===== config.mk =====
export PLATFORM = sky130hd
export DESIGN_NAME = cdt_timer
export DESIGN_NICKNAME = d
export VERILOG_FILES = /design/src/rtl/cdt_pkg.sv /design/src/rtl/cdt_tick_gen.sv /design/src/rtl/cdt_down_counter.sv /design/src/rtl/cdt_pin_ctrl.sv /design/src/rtl/cdt_timer.sv
export SDC_FILE = /design/constraint.sdc
export NUM_CORES = 1
export LEC_CHECK = 0
export BUFFER_PORTS_ARGS = -buffer_cell sky130_fd_sc_hd__buf_4
export CELL_PAD_IN_SITES_DETAIL_PLACEMENT = 0
export CELL_PAD_IN_SITES_GLOBAL_PLACEMENT = 1
export CORE_MARGIN = 3
export CORE_UTILIZATION = 42
export DETAILED_ROUTE_END_ITERATION = 12
export PLACE_DENSITY = 0.77
export SETUP_SLACK_MARGIN = 0.05
export SLEW_MARGIN = 5
export SYNTH_ARGS = -nofsm -noshare
export SYNTH_HDL_FRONTEND = slang
export SYNTH_HIERARCHICAL = 1
export SYNTH_SLANG_ARGS = --single-unit

===== constraint.sdc =====
create_clock -name clk -period 3.3 [get_ports clk]
set_input_delay 0.66 -clock clk [delete_from_list [all_inputs] [get_ports clk]]
set_output_delay 0.66 -clock clk [all_outputs]
set_load 0.01 [all_outputs]

===== src/rtl/cdt_pkg.sv =====
package cdt_pkg;
  // control register bit positions
  localparam int CTL_EN      = 0;
  localparam int CTL_SRC_LO  = 1;
  localparam int CTL_RSV     = 3;
  localparam int CTL_ROLL    = 4;
  localparam int CTL_MODE_LO = 5;

  typedef enum logic [1:0] {
    SRC_SYS        = 2'b00,
    SRC_SYS_GATED  = 2'b01,
    SRC_EXT_PRE    = 2'b10,
    SRC_EXT_DIRECT = 2'b11
  } clk_src_e;

  typedef enum logic [2:0] {
    PIN_PORT_A   = 3'b000,
    PIN_PORT_B   = 3'b001,
    PIN_SQ_A     = 3'b010,
    PIN_SQ_B     = 3'b011,
    PIN_IRQ_OFFV = 3'b100,
    PIN_IRQ_VEC  = 3'b101,
    PIN_IRQ_OFFA = 3'b110,
    PIN_IRQ_AUTO = 3'b111
  } pin_mode_e;
endpackage


===== src/rtl/cdt_tick_gen.sv =====
module cdt_tick_gen
  import cdt_pkg::*;
#(
  parameter int PRE_W = 5
) (
  input  logic             clk,
  input  logic             rst_n,
  input  logic             en_i,
  input  clk_src_e         src_i,
  input  logic             tin_i,
  output logic             run_o,
  output logic             step_o,
  output logic             tin_rise_o,
  output logic [PRE_W-1:0] pre_o
);
  logic             s1_q, s2_q, s3_q;
  logic [PRE_W-1:0] pre_q;
  logic             dec_w;

  function automatic logic [PRE_W-1:0] pre_dec(input logic [PRE_W-1:0] v);
    return v - PRE_W'(1);
  endfunction

  always_ff @(posedge clk) begin
    if (!rst_n) begin
      s1_q <= 1'b0;
      s2_q <= 1'b0;
      s3_q <= 1'b0;
    end else begin
      s1_q <= tin_i;
      s2_q <= s1_q;
      s3_q <= s2_q;
    end
  end

  assign tin_rise_o = s2_q & ~s3_q;

  always_comb begin
    run_o = en_i;
    dec_w = 1'b0;
    unique case (src_i)
      SRC_SYS:        dec_w = en_i;
      SRC_SYS_GATED:  begin run_o = en_i & s2_q; dec_w = en_i & s2_q; end
      SRC_EXT_PRE:    dec_w = en_i & tin_rise_o;
      SRC_EXT_DIRECT: dec_w = 1'b0;
      default:        dec_w = 1'b0;
    endcase
  end

  assign step_o = (src_i == SRC_EXT_DIRECT) ? (run_o & tin_rise_o)
                                            : (dec_w && pre_q == '0);

  always_ff @(posedge clk) begin
    if (!rst_n)     pre_q <= '1;
    else if (dec_w) pre_q <= pre_dec(pre_q);
  end

  assign pre_o = pre_q;
endmodule


===== src/rtl/cdt_down_counter.sv =====
module cdt_down_counter #(
  parameter int CNT_W = 24
) (
  input  logic             clk,
  input  logic             rst_n,
  input  logic             step_i,
  input  logic             roll_i,
  input  logic [CNT_W-1:0] preload_i,
  output logic [CNT_W-1:0] cnt_o,
  output logic             zd_evt_o
);
  logic [CNT_W-1:0] cnt_q;
  logic [CNT_W-1:0] nxt_w;

  function automatic logic [CNT_W-1:0] next_val(input logic [CNT_W-1:0] cur,
                                                input logic [CNT_W-1:0] pl,
                                                input logic             roll);
    if (cur == '0) return roll ? '1 : pl;
    return cur - CNT_W'(1);
  endfunction

  assign nxt_w    = next_val(cnt_q, preload_i, roll_i);
  assign zd_evt_o = step_i && (nxt_w == '0);

  always_ff @(posedge clk) begin
    if (!rst_n)      cnt_q <= '0;
    else if (step_i) cnt_q <= nxt_w;
  end

  assign cnt_o = cnt_q;
endmodule


===== src/rtl/cdt_pin_ctrl.sv =====
module cdt_pin_ctrl
  import cdt_pkg::*;
(
  input  logic      clk,
  input  logic      rst_n,
  input  pin_mode_e mode_i,
  input  logic      run_i,
  input  logic      zd_evt_i,
  input  logic      zds_i,
  output logic      sq_o,
  output logic      tout_o,
  output logic      tout_oe,
  output logic      tout_sel_o,
  output logic      iack_sel_o
);
  logic sq_q;

  always_ff @(posedge clk) begin
    if (!rst_n)        sq_q <= 1'b1;
    else if (zd_evt_i) sq_q <= ~sq_q;
  end

  assign sq_o = sq_q;

  always_comb begin
    tout_o     = 1'b0;
    tout_oe    = 1'b0;
    tout_sel_o = 1'b1;
    iack_sel_o = 1'b0;
    unique case (mode_i)
      PIN_PORT_A, PIN_PORT_B: tout_sel_o = 1'b0;
      PIN_SQ_A, PIN_SQ_B: begin
        tout_oe = 1'b1;
        tout_o  = run_i ? sq_q : 1'b1;
      end
      PIN_IRQ_OFFV, PIN_IRQ_OFFA: tout_oe = 1'b0;
      PIN_IRQ_VEC: begin
        tout_oe    = zds_i;
        iack_sel_o = 1'b1;
      end
      PIN_IRQ_AUTO: tout_oe = zds_i;
      default: tout_sel_o = 1'b0;
    endcase
  end
endmodule


===== src/rtl/cdt_timer.sv =====
module cdt_timer
  import cdt_pkg::*;
#(
  parameter int CNT_W  = 24,
  parameter int PRE_W  = 5,
  parameter int ADDR_W = 3,
  parameter int DATA_W = 8
) (
  input  logic              clk,
  input  logic              rst_n,
  input  logic              wr_en,
  input  logic              rd_en,
  input  logic [ADDR_W-1:0] addr,
  input  logic [DATA_W-1:0] wdata,
  output logic [DATA_W-1:0] rdata,
  input  logic              tin_i,
  input  logic              iack_i,
  output logic              tout_o,
  output logic              tout_oe,
  output logic              tout_sel_o,
  output logic              iack_sel_o,
  output logic              zds_o
);
  localparam int NBYTES    = CNT_W / DATA_W;
  localparam int ADDR_CTRL = 0;
  localparam int ADDR_PRE  = 1;
  localparam int ADDR_CNT  = ADDR_PRE + NBYTES;
  localparam int ADDR_STAT = ADDR_CNT + NBYTES;

  logic [DATA_W-1:0] ctrl_q;
  logic [CNT_W-1:0]  preload_q;
  logic [CNT_W-1:0]  snap_q;
  logic [DATA_W-1:0] rdata_q;
  logic [DATA_W-1:0] rd_next;
  logic              zds_q;

  // named internal events
  logic             run_w, step_w, tin_rise_w, zd_evt_w, sq_w;
  logic [PRE_W-1:0] pre_w;
  logic [CNT_W-1:0] cnt_w;
  clk_src_e         src_w;
  pin_mode_e        mode_w;
  logic             hi_read_w, stat_clr_w;

  assign src_w  = clk_src_e'(ctrl_q[CTL_SRC_LO +: 2]);
  assign mode_w = pin_mode_e'(ctrl_q[CTL_MODE_LO +: 3]);

  cdt_tick_gen #(.PRE_W(PRE_W)) u_tick (
    .clk(clk), .rst_n(rst_n), .en_i(ctrl_q[CTL_EN]), .src_i(src_w),
    .tin_i(tin_i), .run_o(run_w), .step_o(step_w), .tin_rise_o(tin_rise_w),
    .pre_o(pre_w)
  );

  cdt_down_counter #(.CNT_W(CNT_W)) u_cnt (
    .clk(clk), .rst_n(rst_n), .step_i(step_w), .roll_i(ctrl_q[CTL_ROLL]),
    .preload_i(preload_q), .cnt_o(cnt_w), .zd_evt_o(zd_evt_w)
  );

  cdt_pin_ctrl u_pin (
    .clk(clk), .rst_n(rst_n), .mode_i(mode_w), .run_i(run_w),
    .zd_evt_i(zd_evt_w), .zds_i(zds_q), .sq_o(sq_w), .tout_o(tout_o),
    .tout_oe(tout_oe), .tout_sel_o(tout_sel_o), .iack_sel_o(iack_sel_o)
  );

  // control register, bit 3 forced to zero
  always_ff @(posedge clk) begin
    if (!rst_n)
      ctrl_q <= '0;
    else if (wr_en && addr == ADDR_W'(ADDR_CTRL))
      ctrl_q <= wdata & ~(DATA_W'(1) << CTL_RSV);
  end

  // preload byte lanes, highest byte at the lowest address
  always_ff @(posedge clk) begin
    if (!rst_n) begin
      preload_q <= '0;
    end else begin
      for (int b = 0; b < NBYTES; b++) begin
        if (wr_en && addr == ADDR_W'(ADDR_PRE + NBYTES - 1 - b))
          preload_q[b*DATA_W +: DATA_W] <= wdata;
      end
    end
  end

  // status flag: a zero detect wins over a clear in the same cycle
  assign stat_clr_w = (wr_en && addr == ADDR_W'(ADDR_STAT) && wdata[0]) ||
                      (iack_i && iack_sel_o);

  always_ff @(posedge clk) begin
    if (!rst_n)          zds_q <= 1'b0;
    else if (zd_evt_w)   zds_q <= 1'b1;
    else if (stat_clr_w) zds_q <= 1'b0;
  end

  assign zds_o = zds_q;

  // read path
  assign hi_read_w = rd_en && addr == ADDR_W'(ADDR_CNT);

  always_comb begin
    rd_next = '0;
    if (addr == ADDR_W'(ADDR_CTRL)) rd_next = ctrl_q;
    if (addr == ADDR_W'(ADDR_STAT)) rd_next[0] = zds_q;
    for (int b = 0; b < NBYTES; b++) begin
      if (addr == ADDR_W'(ADDR_PRE + NBYTES - 1 - b))
        rd_next = preload_q[b*DATA_W +: DATA_W];
      if (addr == ADDR_W'(ADDR_CNT + NBYTES - 1 - b))
        rd_next = (b == NBYTES - 1) ? cnt_w[b*DATA_W +: DATA_W]
                                    : snap_q[b*DATA_W +: DATA_W];
    end
  end

  always_ff @(posedge clk) begin
    if (!rst_n) begin
      rdata_q <= '0;
      snap_q  <= '0;
    end else begin
      if (rd_en)     rdata_q <= rd_next;
      if (hi_read_w) snap_q  <= cnt_w;
    end
  end

  assign rdata = rdata_q;
endmodule


# After elaboration in Yosys (flattened, before gate mapping)
# Index checks and enable logic that the tools add are counted.
dict set report word_totals {
  out_inout_bits 13
  word_cells 79
  reg_bits 89
  inputBits 17
}
dict set report classes {
  n_reduce_logical 21
  mux 22
  n_bitwise 6
  n_eq_ne 15
  add_sub_neg 2
}
# op count
set op_table {}
lappend op_table {{$mux 24} 3}
lappend op_table {{$mux 8} 7}
lappend op_table {{$logic_not 24->1} 2}
lappend op_table {{$sub 24x1->24 const B} 1}
lappend op_table {{$eq 3x3->1 const B} 6}
lappend op_table {{$eq 3x2->1 const B} 4}
lappend op_table {{$logic_and 1x1->1} 10}
lappend op_table {{$mux 1} 10}
lappend op_table {{$eq 3x1->1 const B} 2}
lappend op_table {{$logic_not 3->1} 2}
lappend op_table {{$reduce_or 2->1} 3}
lappend op_table {{$logic_not 5->1} 1}
lappend op_table {{$sub 5x1->5 const B} 1}
lappend op_table {{$and 1x1->1} 4}
lappend op_table {{$eq 2x2->1 const B} 2}
lappend op_table {{$pmux 1 s4} 1}
lappend op_table {{$eq 2x1->1 const B} 1}
lappend op_table {{$logic_not 2->1} 1}
lappend op_table {{$not 1->1} 2}
lappend op_table {{$pmux 1 s2} 1}
lappend op_table {{$reduce_bool 2->1} 1}
lappend op_table {{$logic_or 1x1->1} 1}

# Longest topological paths before layout
dict set report logic_depth {
  ltp_word 9
  ltp_mapped 13
}

# Modules after synthesis
# The synthesis kept the hierarchy.
# module seq_area_each_um2 cells_per_inst n_inst area_per_inst_um2
set modules_own_cells {}
lappend modules_own_cells {cdt_timer 1121.1 313 1 2612.5}
lappend modules_own_cells {cdt_down_counter 480.5 225 1 1809.2}
lappend modules_own_cells {cdt_tick_gen 160.2 43 1 409.1}
lappend modules_own_cells {cdt_pin_ctrl 20.0 11 1 81.3}

# Worst setup path after synthesis
# Ideal clock, no wire load.
dict set report synth_path {
  path_kind {reg2reg}
  start {register u_cnt.cnt_q[0] (netlist: u_cnt/cnt_o[0])}
  end {register u_pin.sq_q (netlist: u_pin/sq_o)}
  path_stages_with_launch 13
  setup_ps 115
  period_less_slack_ps 3515
  n_path_buf 1
  required_ps 3185
  arrival_time_ps 3400
  slack_ps -215
  path_cell_list {dfxtp_1 -> inv_1 -> ha_1 -> buf_2 -> or4b_2 -> or3b_2 -> xnor2_1 -> o32a_1 -> or4_1 -> or4_1 -> nor3_2 -> xnor2_1 -> nand2_1}
}
dict set report synth_between {
  elab_chain_len 5
}
# item line
set synth_lines {}
lappend synth_lines {{start, declared} cdt_down_counter.sv:12} ;# logic [CNT_W-1:0] cnt_q;
lappend synth_lines {{start signal, assigned} cdt_down_counter.sv:27} ;# else if (step_i) cnt_q <= nxt_w;
lappend synth_lines {{branches (longest 2 deep; another with $sub 24x1->24)} --}
lappend synth_lines {{$mux 24 (*)} cdt_down_counter.sv:19} ;# return cur - CNT_W'(1);
lappend synth_lines {{$logic_not 24->1 (*)} cdt_down_counter.sv:23} ;# assign zd_evt_o = step_i && (nxt_w == '0);
lappend synth_lines {{$logic_and 1x1->1 (*)} cdt_down_counter.sv:23}
lappend synth_lines {{net zd_evt_w} cdt_timer.sv:38} ;# logic run_w, step_w, tin_rise_w, zd_evt_w, sq_w;
lappend synth_lines {{end signal, assigned} cdt_pin_ctrl.sv:20} ;# else if (zd_evt_i) sq_q <= ~sq_q;
lappend synth_lines {{end, declared} cdt_pin_ctrl.sv:16} ;# logic sq_q;
# Mark *: on every way through the listed nets, which the timed path passes.
# A chain may end at the register's enable or synchronous reset.

# Worst setup path in the final report
# Ends and elaborated chain as after synthesis.

==> flow_results.org <==
** Final layout
- Antenna diode count :: 0
- Summing all non-filler instances in the final layout gives an area of 5780 um^2.
- Relative area change from synthesis to final layout :: 17.6%
- The layout has between 1000 and 1500 filler cells.
- Layout cell share with drive strength beyond 1 :: 19.0%
- The library cell used most frequently in the layout, excluding fill and tap cells, is nand2_1.
- The library cells used most frequently in the layout, excluding fill and tap cells, are 110 x nand2_1, 86 x dfxtp_1, 68 x buf_4.
- At the end of the flow the core is filled with cells to between 50% and 60%.
- The finished layout holds 782 standard cells, fillers aside.
- The final layout contains 658 nets.

** Yosys
- Counting flops and latches in the post-synthesis netlist gives between 80 and 90.
- Cell area after synthesis :: 4910 um^2
- Yosys printed 6 warnings.
- Fraction of registers with async set/reset :: 0%
- In this run, synthesis inferred 0 flip-flops with an integrated enable.
- The share of the Yosys chip area taken by registers is 36.3%.
- Gate Count Post-Synth :: 592
- In this run the mean area of a mapped cell was between 8 and 9 um^2.
- The number of nets in the synthesized netlist is just over 600.
- In the synthesized netlist the dominant register cell turns out to be dfxtp_1.
- In this run, distinct cell masters in the synthesized netlist total between 70 and 80.

** Route
- The final layout contains routed wiring with a total length of around 15000 um.
- Average routed wire per standard cell :: about 19 um
- Using the TritonRoute via totals, the vias-per-cell ratio works out to a little under 6.
- Detailed router's first-iteration violation count :: roughly 350
- For this run, the detailed router's first-pass iteration total came to 5.
- The detailed router placed ~4500 vias in this run.
- In the routed design, unresolved DRC markers number 0.
- Count of nets left with antenna violations after detail routing :: 0

** Die
- Core footprint :: 11100 um^2
- Die extent in y :: 114 um
- During I/O placement, the number of pins put on the boundary was 30.
- The die is 114 um wide.
- Standard-cell row count :: 38
- Once the floorplan was initialized, standard cells occupied roughly 44% of the core.
- The die covers around 13000 um^2.

** CTS
- H-tree depth :: 3
- The root buffer cell chosen for the clock tree is clkbuf_16.
- Clock-pin slew was measured on the worst setup and hold paths at roughly 60 ps.
- Clk buf depth :: 2
- TritonCTS Buffers :: 9
- Number of sinks on the clock net :: 89
- TritonCTS built the clock tree.
- The number of hold buffers added after CTS was 0.
- The clock reaches the later pin of the worst-skew pair after around 350 ps.

** Power
- Switching power total :: roughly 0.56 mW
- The share of total power dissipated in the clock network is between 40 and 50%.
- Logic gate share of total power :: 7.7%
- The internal power of the cells totals around 1.7 mW.
- Sequential share of power :: 49.1%
- For this design the ratio of total power to cell area is between 300 and 400 nW/um^2.
- Post-layout power :: between 2 and 2.5 mW
- Net switching is about a quarter of the power.
- Static power due to leakage :: around 2.1 nW
- The worst-case IR drop observed on VDD is approximately 0.34 mV.

** STA
- FMAX :: about 0.3 GHz
- For the pin with the worst max-slew slack, the measured transition is about 800 ps.
- Final setup violation count :: 0
- Slew Limit Headroom :: between 40% and 50%
- Final worst path period need :: 3280 ps
- Final period util :: 99.4%
- Final Worst Setup Slack :: between 20 and 25 ps
- The total count of max-transition violations in the final report is 0.
- Total count of hold-check failures in the final report :: 0
- Clock skew on the completed layout was measured at ~9 ps.
- Setup repair after global routing missed its margin :: yes

** Global routing
- Across every metal layer, demand over resource in global routing totals 23.3%.
- Grt total ovfl :: 0
- The initial antenna violation count was 0.
- Entering global routing, the biggest net connects slightly below 80 pins.
- The via count of the first global-routing pass is a little over 4000.
- Wire length of the first global-routing pass :: about 23000 um

** Critical path
- Of all nets on the critical path, the largest fanout is 3.
- STA classifies the critical path startpoint as a register.
- Critical path start-end classification :: reg2reg
- Worst endpoint required time :: between 3000 and 4000 ps
- The worst setup path is captured at a register.
- Data on the critical path arrives at its endpoint at between 3000 and 4000 ps.

** Outcome
- Outcome :: complete, no violations

** Place
- Half-perimeter wire length of the detailed placement result :: ~11000 um
- Setup Slack @ Placement :: -104 ps
- Including well taps, the total number of placed cells is about 760.
- Cell Area, Placed :: ~5400 um^2
- The congestion estimate from routability-driven global placement came to about 0.92.
- During placement, the flow inserted port buffers numbering 29.

** Job
- Max_cap viols :: 0

** Min path
- The min-delay analysis places its worst path in the category reg2reg.
## cell type report
class	instances	area (um^2)	area share (%)
repair buffers	68	510	8.84
clock inverters	4	28.8	0.498
multi-input cells	449	2950	51.1
flip-flops and latches	89	1790	30.9
well taps	140	175	3.03
clock buffers	12	246	4.27
inverters	20	75.1	1.30
## cell families after synthesis
logic type	Yosys count	share of synthesized area [%]
compound gates	132	20.1
xor+xnor	15	2.67
fa+ha+maj	4	1.02
buf+inv	54	4.66
flops	89	36.3
mux	33	6.88
simple gates	265	28.4
## power groups by stage
stage	clock network [mW]	registers (mW)	logic (mW)
6_report	0.971	1.11	0.173
5_1_grt	1.03	1.11	0.189
4_1_cts	0.990	1.10	0.171
3_5_place_dp	0	1.13	0.169
3_3_place_gp	0	1.13	0.167
2_1_floorplan	0	1.12	0.110
## critical path, cell delays in order, from the launching register on
cell     delay (ps)
dfxtp_2         330
inv_2            80
ha_4            120
or4b_4          470
or3b_4          390
xnor2_1         130
o32a_1          190
or4_4           490
or4_4           560
nor3_4          160
xnor2_1         150
nand2_1          70
## path summary, 6_finish.rpt
| check | start | to | slack, ps | cells after the start |
|---|---|---|---|---|
| setup / recovery | u_cnt/cnt_o[0]$_SDFFE_PN0P_ | u_pin/sq_o$_SDFFE_PN1P_ | 20 | 11 |
| hold reg to reg | u_tick/s1_q$_SDFF_PN0_ | u_tick/s2_q$_SDFF_PN0_ | 430 | 1 |
| hold / removal | u_tick/s1_q$_SDFF_PN0_ | u_tick/s2_q$_SDFF_PN0_ | 430 | 1 |
| setup reg to reg | u_cnt/cnt_o[0]$_SDFFE_PN0P_ | u_pin/sq_o$_SDFFE_PN1P_ | 20 | 11 |
## cells in the mapped netlist (2+ instances only)
library cell    n  area share, %
a21oi_1         8           0.82
nand3b_1        4           0.61
a221oi_1        5           0.89
nor4_2          2           0.51
nand3_1        18            1.8
o41ai_1         2           0.36
nor4_1          6           0.76
or4b_2          3           0.61
o21a_1          3           0.46
buf_4           3           0.46
o21ai_0        20            2.0
and2_1          7           0.89
clkbuf_1       23            1.8
nor2b_1        25            3.2
a211o_1         2           0.36
o31ai_1         6           0.92
and3_1          4           0.51
inv_2           2           0.15
o211a_1         2           0.41
nor3_2          2           0.41
nor2_1         24            1.8
xnor2_1        12            2.1
a22oi_1         5           0.76
o32ai_1        12            2.1
nor3_1         19            1.9
ha_1            4            1.0
nand2_1       110            8.4
nor3b_1         2           0.31
a211oi_1        2           0.31
dfxtp_1        89             36
or4_1           3           0.46
nand4_1         4           0.51
a31oi_1         5           0.64
o311ai_0        2           0.36
o32a_1          3           0.61
xor2_1          3           0.53
buf_2           5           0.51
a21boi_0       31            4.7
inv_1          18            1.4
nand2b_1       10            1.3
mux2i_1        27            5.5
mux2_2          5            1.1
or3_1           7           0.89
a21boi_1       12            1.8
## timing repair
item / 4_1_cts / 5_1_grt
cloned: 0 / 0
setup endpoints to repair: 2 / 2
buffers inserted: 2 / 5
pin swaps: 3 / 0
resized for setup: 3 / 2
## state kept, by name (all words and copies together) (netlist names)
| signal | cells |
|---|---|
| ctrl_q | 7 |
| preload_q | 24 |
| rdata | 8 |
| snap_q | 16 |
| u_cnt/cnt_o | 24 |
| u_pin/sq_o | 1 |
| u_tick/pre_o | 5 |
| u_tick/s1_q | 1 |
| u_tick/s2_q | 1 |
| u_tick/s3_q | 1 |
| zds_o | 1 |
## per-stage QoR
stage               setup TNS, ps  hold WS (ps)
floorplan                       0           412
global placement                0           416
detailed placement           -104           418
CTS                             0           434
global route                -52.6           441
finish                          0           434
## routing by layer
metal / vias up / share of wire, % / global-route usage [%]
li1: 2203 / - / -
met1: 2166 / 46 / 32.4
met2: 140 / 46 / 36.6
met3: 21 / 6.1 / 3.33
met4: 0 / 2.1 / 8.55
met5: - / 0 / 0
(Power assumes the default switching activity.)
